`src/rtl/fdiv_pkg.sv`:
```
package fdiv_pkg;

    // Width of each divide ratio input
    localparam int RATIO_W   = 8;
    // Width of each period-count input
    localparam int SLOT_W    = 6;
    // Derived widths: periods per frame, accumulator headroom
    localparam int QCNT_W    = SLOT_W + 1;
    localparam int ACC_W     = SLOT_W + 2;
    localparam int MIN_RATIO = 2;

    typedef logic [RATIO_W-1:0] ratio_t;
    typedef logic [SLOT_W-1:0]  slot_t;
    typedef logic [QCNT_W-1:0]  qcnt_t;
    typedef logic [ACC_W-1:0]   acc_t;

    typedef enum logic {
        SEL_A = 1'b0,
        SEL_B = 1'b1
    } sel_e;

    typedef struct packed {
        ratio_t ra;
        ratio_t rb;
        slot_t  ca;
        slot_t  cb;
    } cfg_t;

    function automatic ratio_t clamp_ratio(ratio_t r);
        return (r < ratio_t'(MIN_RATIO)) ? ratio_t'(MIN_RATIO) : r;
    endfunction

    function automatic cfg_t clamp_cfg(cfg_t raw);
        cfg_t c;
        c    = raw;
        c.ra = clamp_ratio(raw.ra);
        c.rb = clamp_ratio(raw.rb);
        if (raw.ca == '0 && raw.cb == '0) begin
            c.ca = slot_t'(1);
        end
        return c;
    endfunction

    function automatic qcnt_t frame_periods(cfg_t c);
        return qcnt_t'(c.ca) + qcnt_t'(c.cb);
    endfunction

endpackage

```
`src/rtl/fdiv_cfg.sv`:
```
module fdiv_cfg
    import fdiv_pkg::*;
(
    input  logic clk,
    input  logic rst,
    input  cfg_t raw_i,
    input  logic load_i,
    output cfg_t cur_o,
    output cfg_t next_o
);

    cfg_t held_q;
    cfg_t clamped;

    always_comb begin
        clamped = clamp_cfg(raw_i);
    end

    assign cur_o  = held_q;
    assign next_o = load_i ? clamped : held_q;

    always_ff @(posedge clk) begin
        if (rst) begin
            held_q <= '0;
        end else if (load_i) begin
            held_q <= clamped;
        end
    end

endmodule

```
`src/rtl/fdiv_sched.sv`:
```
module fdiv_sched
    import fdiv_pkg::*;
(
    input  logic   clk,
    input  logic   rst,
    input  logic   period_end_i,
    input  logic   first_i,
    input  cfg_t   cfg_cur_i,
    input  cfg_t   cfg_next_i,
    output logic   frame_end_o,
    output ratio_t len_o
);

    qcnt_t idx_q;
    acc_t  acc_q;
    qcnt_t q_cur;
    qcnt_t q_next;
    acc_t  base;
    acc_t  sum;
    acc_t  acc_nxt;
    sel_e  choice;

    assign q_cur       = frame_periods(cfg_cur_i);
    assign frame_end_o = first_i | (period_end_i & (idx_q == q_cur - qcnt_t'(1)));

    always_comb begin
        q_next = frame_periods(cfg_next_i);
        base   = frame_end_o ? '0 : acc_q;
        sum    = base + acc_t'(cfg_next_i.cb);
        if (sum >= acc_t'(q_next)) begin
            choice  = SEL_B;
            acc_nxt = sum - acc_t'(q_next);
        end else begin
            choice  = SEL_A;
            acc_nxt = sum;
        end
        len_o = (choice == SEL_B) ? cfg_next_i.rb : cfg_next_i.ra;
    end

    always_ff @(posedge clk) begin
        if (rst) begin
            idx_q <= '0;
            acc_q <= '0;
        end else if (period_end_i) begin
            acc_q <= acc_nxt;
            idx_q <= frame_end_o ? '0 : idx_q + qcnt_t'(1);
        end
    end

endmodule

```
`src/rtl/fdiv_period.sv`:
```
module fdiv_period
    import fdiv_pkg::*;
(
    input  logic   clk,
    input  logic   rst,
    input  ratio_t len_i,
    input  logic   frame_start_i,
    output logic   period_end_o,
    output logic   first_o,
    output logic   clk_div_o,
    output logic   frame_o
);

    ratio_t pos_q;
    ratio_t len_q;
    logic   run_q;
    logic   out_q;
    logic   frm_q;

    assign first_o      = !run_q;
    assign period_end_o = !run_q | (pos_q == len_q - ratio_t'(1));
    assign clk_div_o    = out_q;
    assign frame_o      = frm_q;

    always_ff @(posedge clk) begin
        if (rst) begin
            pos_q <= '0;
            len_q <= '0;
            run_q <= 1'b0;
            out_q <= 1'b0;
            frm_q <= 1'b0;
        end else begin
            run_q <= 1'b1;
            frm_q <= frame_start_i;
            if (period_end_o) begin
                pos_q <= '0;
                len_q <= len_i;
                out_q <= 1'b1;
            end else begin
                pos_q <= pos_q + ratio_t'(1);
                out_q <= (pos_q + ratio_t'(1)) < (len_q >> 1);
            end
        end
    end

endmodule

```
`src/rtl/frac_clk_div.sv`:
```
module frac_clk_div
    import fdiv_pkg::*;
(
    input  logic               clk,
    input  logic               rst,
    input  logic [RATIO_W-1:0] ratio_a_i,
    input  logic [RATIO_W-1:0] ratio_b_i,
    input  logic [SLOT_W-1:0]  slots_a_i,
    input  logic [SLOT_W-1:0]  slots_b_i,
    output logic               clk_div_o,
    output logic               frame_o
);

    cfg_t   raw;
    cfg_t   cfg_cur;
    cfg_t   cfg_next;
    logic   period_end;
    logic   first;
    logic   frame_end;
    ratio_t len_next;

    assign raw = '{ra: ratio_a_i, rb: ratio_b_i, ca: slots_a_i, cb: slots_b_i};

    fdiv_cfg u_cfg (
        .clk    (clk),
        .rst    (rst),
        .raw_i  (raw),
        .load_i (frame_end),
        .cur_o  (cfg_cur),
        .next_o (cfg_next)
    );

    fdiv_sched u_sched (
        .clk          (clk),
        .rst          (rst),
        .period_end_i (period_end),
        .first_i      (first),
        .cfg_cur_i    (cfg_cur),
        .cfg_next_i   (cfg_next),
        .frame_end_o  (frame_end),
        .len_o        (len_next)
    );

    fdiv_period u_period (
        .clk           (clk),
        .rst           (rst),
        .len_i         (len_next),
        .frame_start_i (frame_end),
        .period_end_o  (period_end),
        .first_o       (first),
        .clk_div_o     (clk_div_o),
        .frame_o       (frame_o)
    );

endmodule

```
`config.mk`:
```
export PLATFORM = sky130hd
export DESIGN_NAME = frac_clk_div
export DESIGN_NICKNAME = d
export VERILOG_FILES = /design/src/rtl/fdiv_pkg.sv /design/src/rtl/fdiv_cfg.sv /design/src/rtl/fdiv_sched.sv /design/src/rtl/fdiv_period.sv /design/src/rtl/frac_clk_div.sv
export SDC_FILE = /design/constraint.sdc
export NUM_CORES = 1
export LEC_CHECK = 0
export ABC_CLOCK_PERIOD_IN_PS = 6800
export BUFFER_PORTS_ARGS = -buffer_cell sky130_fd_sc_hd__clkbuf_2
export CORE_UTILIZATION = 40
export CTS_BUF_LIST = sky130_fd_sc_hd__clkbuf_4 sky130_fd_sc_hd__clkbuf_8
export DETAILED_ROUTE_END_ITERATION = 12
export GPL_TIMING_DRIVEN = 0
export PLACE_DENSITY = 0.6
export SLEW_MARGIN = 20
export SYNTH_ARGS = -nofsm -noshare
export SYNTH_HDL_FRONTEND = slang
export SYNTH_SLANG_ARGS = --single-unit
```
`constraint.sdc`:
```
create_clock -name clk -period 6.8 [get_ports clk]
set_input_delay 0.34 -clock clk [delete_from_list [all_inputs] [get_ports clk]]
set_output_delay 0.34 -clock clk [all_outputs]
set_load 0.1 [all_outputs]
```
==> results.sh <==
export IMPL_cellLeakagePower_uw=0.002208
export IMPL_crit_arrival_ns=6.72
export IMPL_clockPowerShare_pct=25.1
export IMPL_hold_viol_final=0
export IMPL_syn_area_um2=4415
export IMPL_synthDominantCellAreaShare_pct=28.11
export IMPL_rsz0062_at_grt="false"
export IMPL_insertion_delay_ns=0.35
export IMPL_critical_path_max_fanout=10
export IMPL_p_seq_share_pct=33.4
export IMPL_viasPerCell=5.355
export IMPL_fin_nets=661
export IMPL_grtUsageTotal_pct=20.67
export IMPL_ys_ff_latch=62
export IMPL_drtIter0Drc=190
export IMPL_vias=3909
export IMPL_io_pins=32
export IMPL_worst_pin_slew_ns=0.7199
export IMPL_drtPass1Iterations=4
export IMPL_dp_cells=709
export IMPL_crit_type="reg2reg"
export IMPL_synth_area_top_cells="dfxtp_1 (28%), ha_1 (11%), xnor2_1 (5.6%)"
export IMPL_comb_power_share_pct=41.5
export IMPL_synth_net_count=615
export IMPL_cts_max_level=3
export IMPL_area_delta_synth_final_pct=15.64
export IMPL_cp_required_ns=7.05
export IMPL_swShare_pct=38.15
export IMPL_clockBufferDepth=2
export IMPL_utilization_pct=48.59
export IMPL_power_density_nw_per_um2=241.2
export IMPL_wirelength_um=11050
export IMPL_ys_warn_count=0
export IMPL_p_switching_uw=469.9
export IMPL_vdd_drop_max_v=0.0001275
export IMPL_fin_skew_ns=0.01196
export IMPL_netlist_cell_type_count=54
export IMPL_post_route_min_period_ns=6.467
export IMPL_slew_viol_final=0
export IMPL_gp_congestion=0.8892
export IMPL_setup_ws_ns=0.3326
export IMPL_fmax_ghz=0.1546
export IMPL_die_width_um=107.1
export IMPL_async_flop_share_pct=0
export IMPL_cts_buffers=9
export IMPL_grt_overflow_total=0
export IMPL_antenna_found_initial=0
export IMPL_hp_class="in2reg"
export IMPL_fp_coreArea_um2=10510
export IMPL_cts_sinks=62
export IMPL_drc=0
export IMPL_final_area_um2=5106
export IMPL_antennaDiodeCount=0
export IMPL_yosysTopAreaCell="dfxtp_1"
export IMPL_instances_no_fill=730
export IMPL_portBuffers=30
export IMPL_hpwlAfterDp_um=8611
export IMPL_grt_pass1_wl_um=18440
export IMPL_fin_crit_sh_pct=95.11
export IMPL_status="finished clean"
export IMPL_grt_max_degree=20
export IMPL_internal_power_uw=761.7
export IMPL_crit_path_max_incr_delay_ns=0.40
export IMPL_critPathCaptureType="flop"
export IMPL_cts_tree="done"
export IMPL_fp_dieArea_um2=11460
export IMPL_slew_headroom_pct=51.50
export IMPL_grt_pass1_vias=3845
export IMPL_synth_edf_count=0
export IMPL_drive_above_1_share_pct=14.81
export IMPL_worst_setup_path_start_kind="flop"
export IMPL_place_area_um2=4736
export IMPL_avgSynthCellArea_um2=8.132
export IMPL_clockRootBuffer="clkbuf_8"
export IMPL_die_h_um=107.1
export IMPL_setup_viol=0
export IMPL_start_util_pct=42.02
export IMPL_dp_slack_ns=-1.171
export IMPL_ant_nets=0
export IMPL_synthFlopType="dfxtp_1"
export IMPL_netlist_instances=543
export IMPL_crit_slowest_cell="fa_1"
export IMPL_wl_per_cell_um=15.14
export IMPL_rows=37
export IMPL_ys_seq_area_share_pct=28.11
export IMPL_path_clk_slew_ns=0.08
export IMPL_maxCapViolCount=0
export IMPL_num_fill_cells=1021
timing repair:
action	in CTS	in global routing
hold buffers	0	0
pin swaps	2	8
endpoints found under the setup margin	16	16
gates resized for setup	11	28
buffers inserted	4	4
cell usage in the layout, fill, tap and decap left out, drive strengths merged, types with 15 or more instances in the layout:
master and count:
nand3 15, nor3 17, clkbuf 53, ha 39, inv 45, mux2i 20, nor2 56, xor2 20
and2 17, o21ai 22, nand2 41, a21oi 30, dfxtp 62, xnor2 28, buf 15
state kept, by name, summed over array words and instances (netlist names):
signal	flops
u_sched.idx_q	7
u_period.run_q	1
u_period.len_q	8
u_cfg.cur_o	28
u_period.pos_q	8
u_period.frame_o	1
u_sched.acc_q	8
u_period.clk_div_o	1
worst max-delay path, delay by kind of cell, from the launching register on:
kind                     cells  cell delay [ns]
AO/OA/AOI/OAI               11             2.14
adder cells (fa/ha/maj)      5             1.40
AND/OR/NAND/NOR              6             1.15
buffers and inverters        6             0.72
XOR/XNOR                     3             0.55
flip-flops                   1             0.39
power groups by stage:
stage               Clock [uW]  Combinational [uW]  Sequential (uW)
floorplan                    0                 364              423
global placement             0                 461              418
detailed placement           0                 470              419
CTS                        314                 488              411
global route               332                 567              415
finish                     310                 510              411
worst paths after layout:
check,startpoint,to,slack [ns],cells after the start
worst max-delay path,u_cfg.cur_o[1],u_period.len_q[6],0.33,31
worst min-delay path,ratio_a_i[2],u_cfg.cur_o[22],0.27,3
worst max register to register,u_cfg.cur_o[1],u_period.len_q[6],0.33,31
worst min register to register,u_sched.acc_q[5],u_sched.acc_q[5],0.46,2
per-layer routing:
layer | up-vias | track usage, % | routed length (um)
met2 | 82 | 33.00 | 4884
met4 | 0 | 7.926 | 242
li1 | 1997 | - | -
met3 | 19 | 2.979 | 412
met1 | 1811 | 28.05 | 5510
met5 | - | 0 | 0
per-stage QoR:
stage	power, uW	TNS [ns]	hold slack, ns
after floorplan	786.7	0	0.4167
after global placement	878.9	-15.42	0.4303
after detailed placement	888.7	-17.17	0.4442
after CTS	1213	0	0.2655
after global routing	1314	0	0.2692
final	1232	0	0.2711
cells in the mapped netlist (all sizes together) (3+ instances only):
library cell	n
nor2b	3
xor2	20
nor2	56
o2111ai	3
ha	39
and4	3
buf	4
clkbuf	19
and2	17
nand4	7
a31oi	8
a21oi	30
o211ai	4
mux2i	20
nand2	41
nor4	7
o21bai	6
fa	3
inv	42
nor3	17
a211oi	11
a21o	6
xnor2	28
and3	12
nand3	15
o21ai	22
dfxtp	62
o311ai	7
or3	10
area by class of cell:
type	instances	area, um2	share of cell area [%]
multi-input cells	416	3018	59.10
flip-flops and latches	62	1245	24.38
repair buffers	38	210.2	4.117
well taps	136	170.2	3.333
inverters	42	157.7	3.087
clock buffers	10	137.6	2.695
plain buffers	20	123.9	2.426
clock inverters	6	43.79	0.8576
cell families (layout without fill, tap and decap cells):
logic type | Yosys count | count (layout) | share of synthesized area, %
adders and majority gates | 42 | 42 | 12.41
AOI/OAI and AO/OA | 105 | 105 | 15.84
and+or+nand+nor | 199 | 199 | 23.04
DFF | 62 | 62 | 28.11
muxes | 22 | 22 | 5.044
xor gates and xnor gates | 48 | 48 | 9.521
buffers and inverters | 65 | 116 | 6.036
No activity file was read; power rests on OpenSTA's default activity.
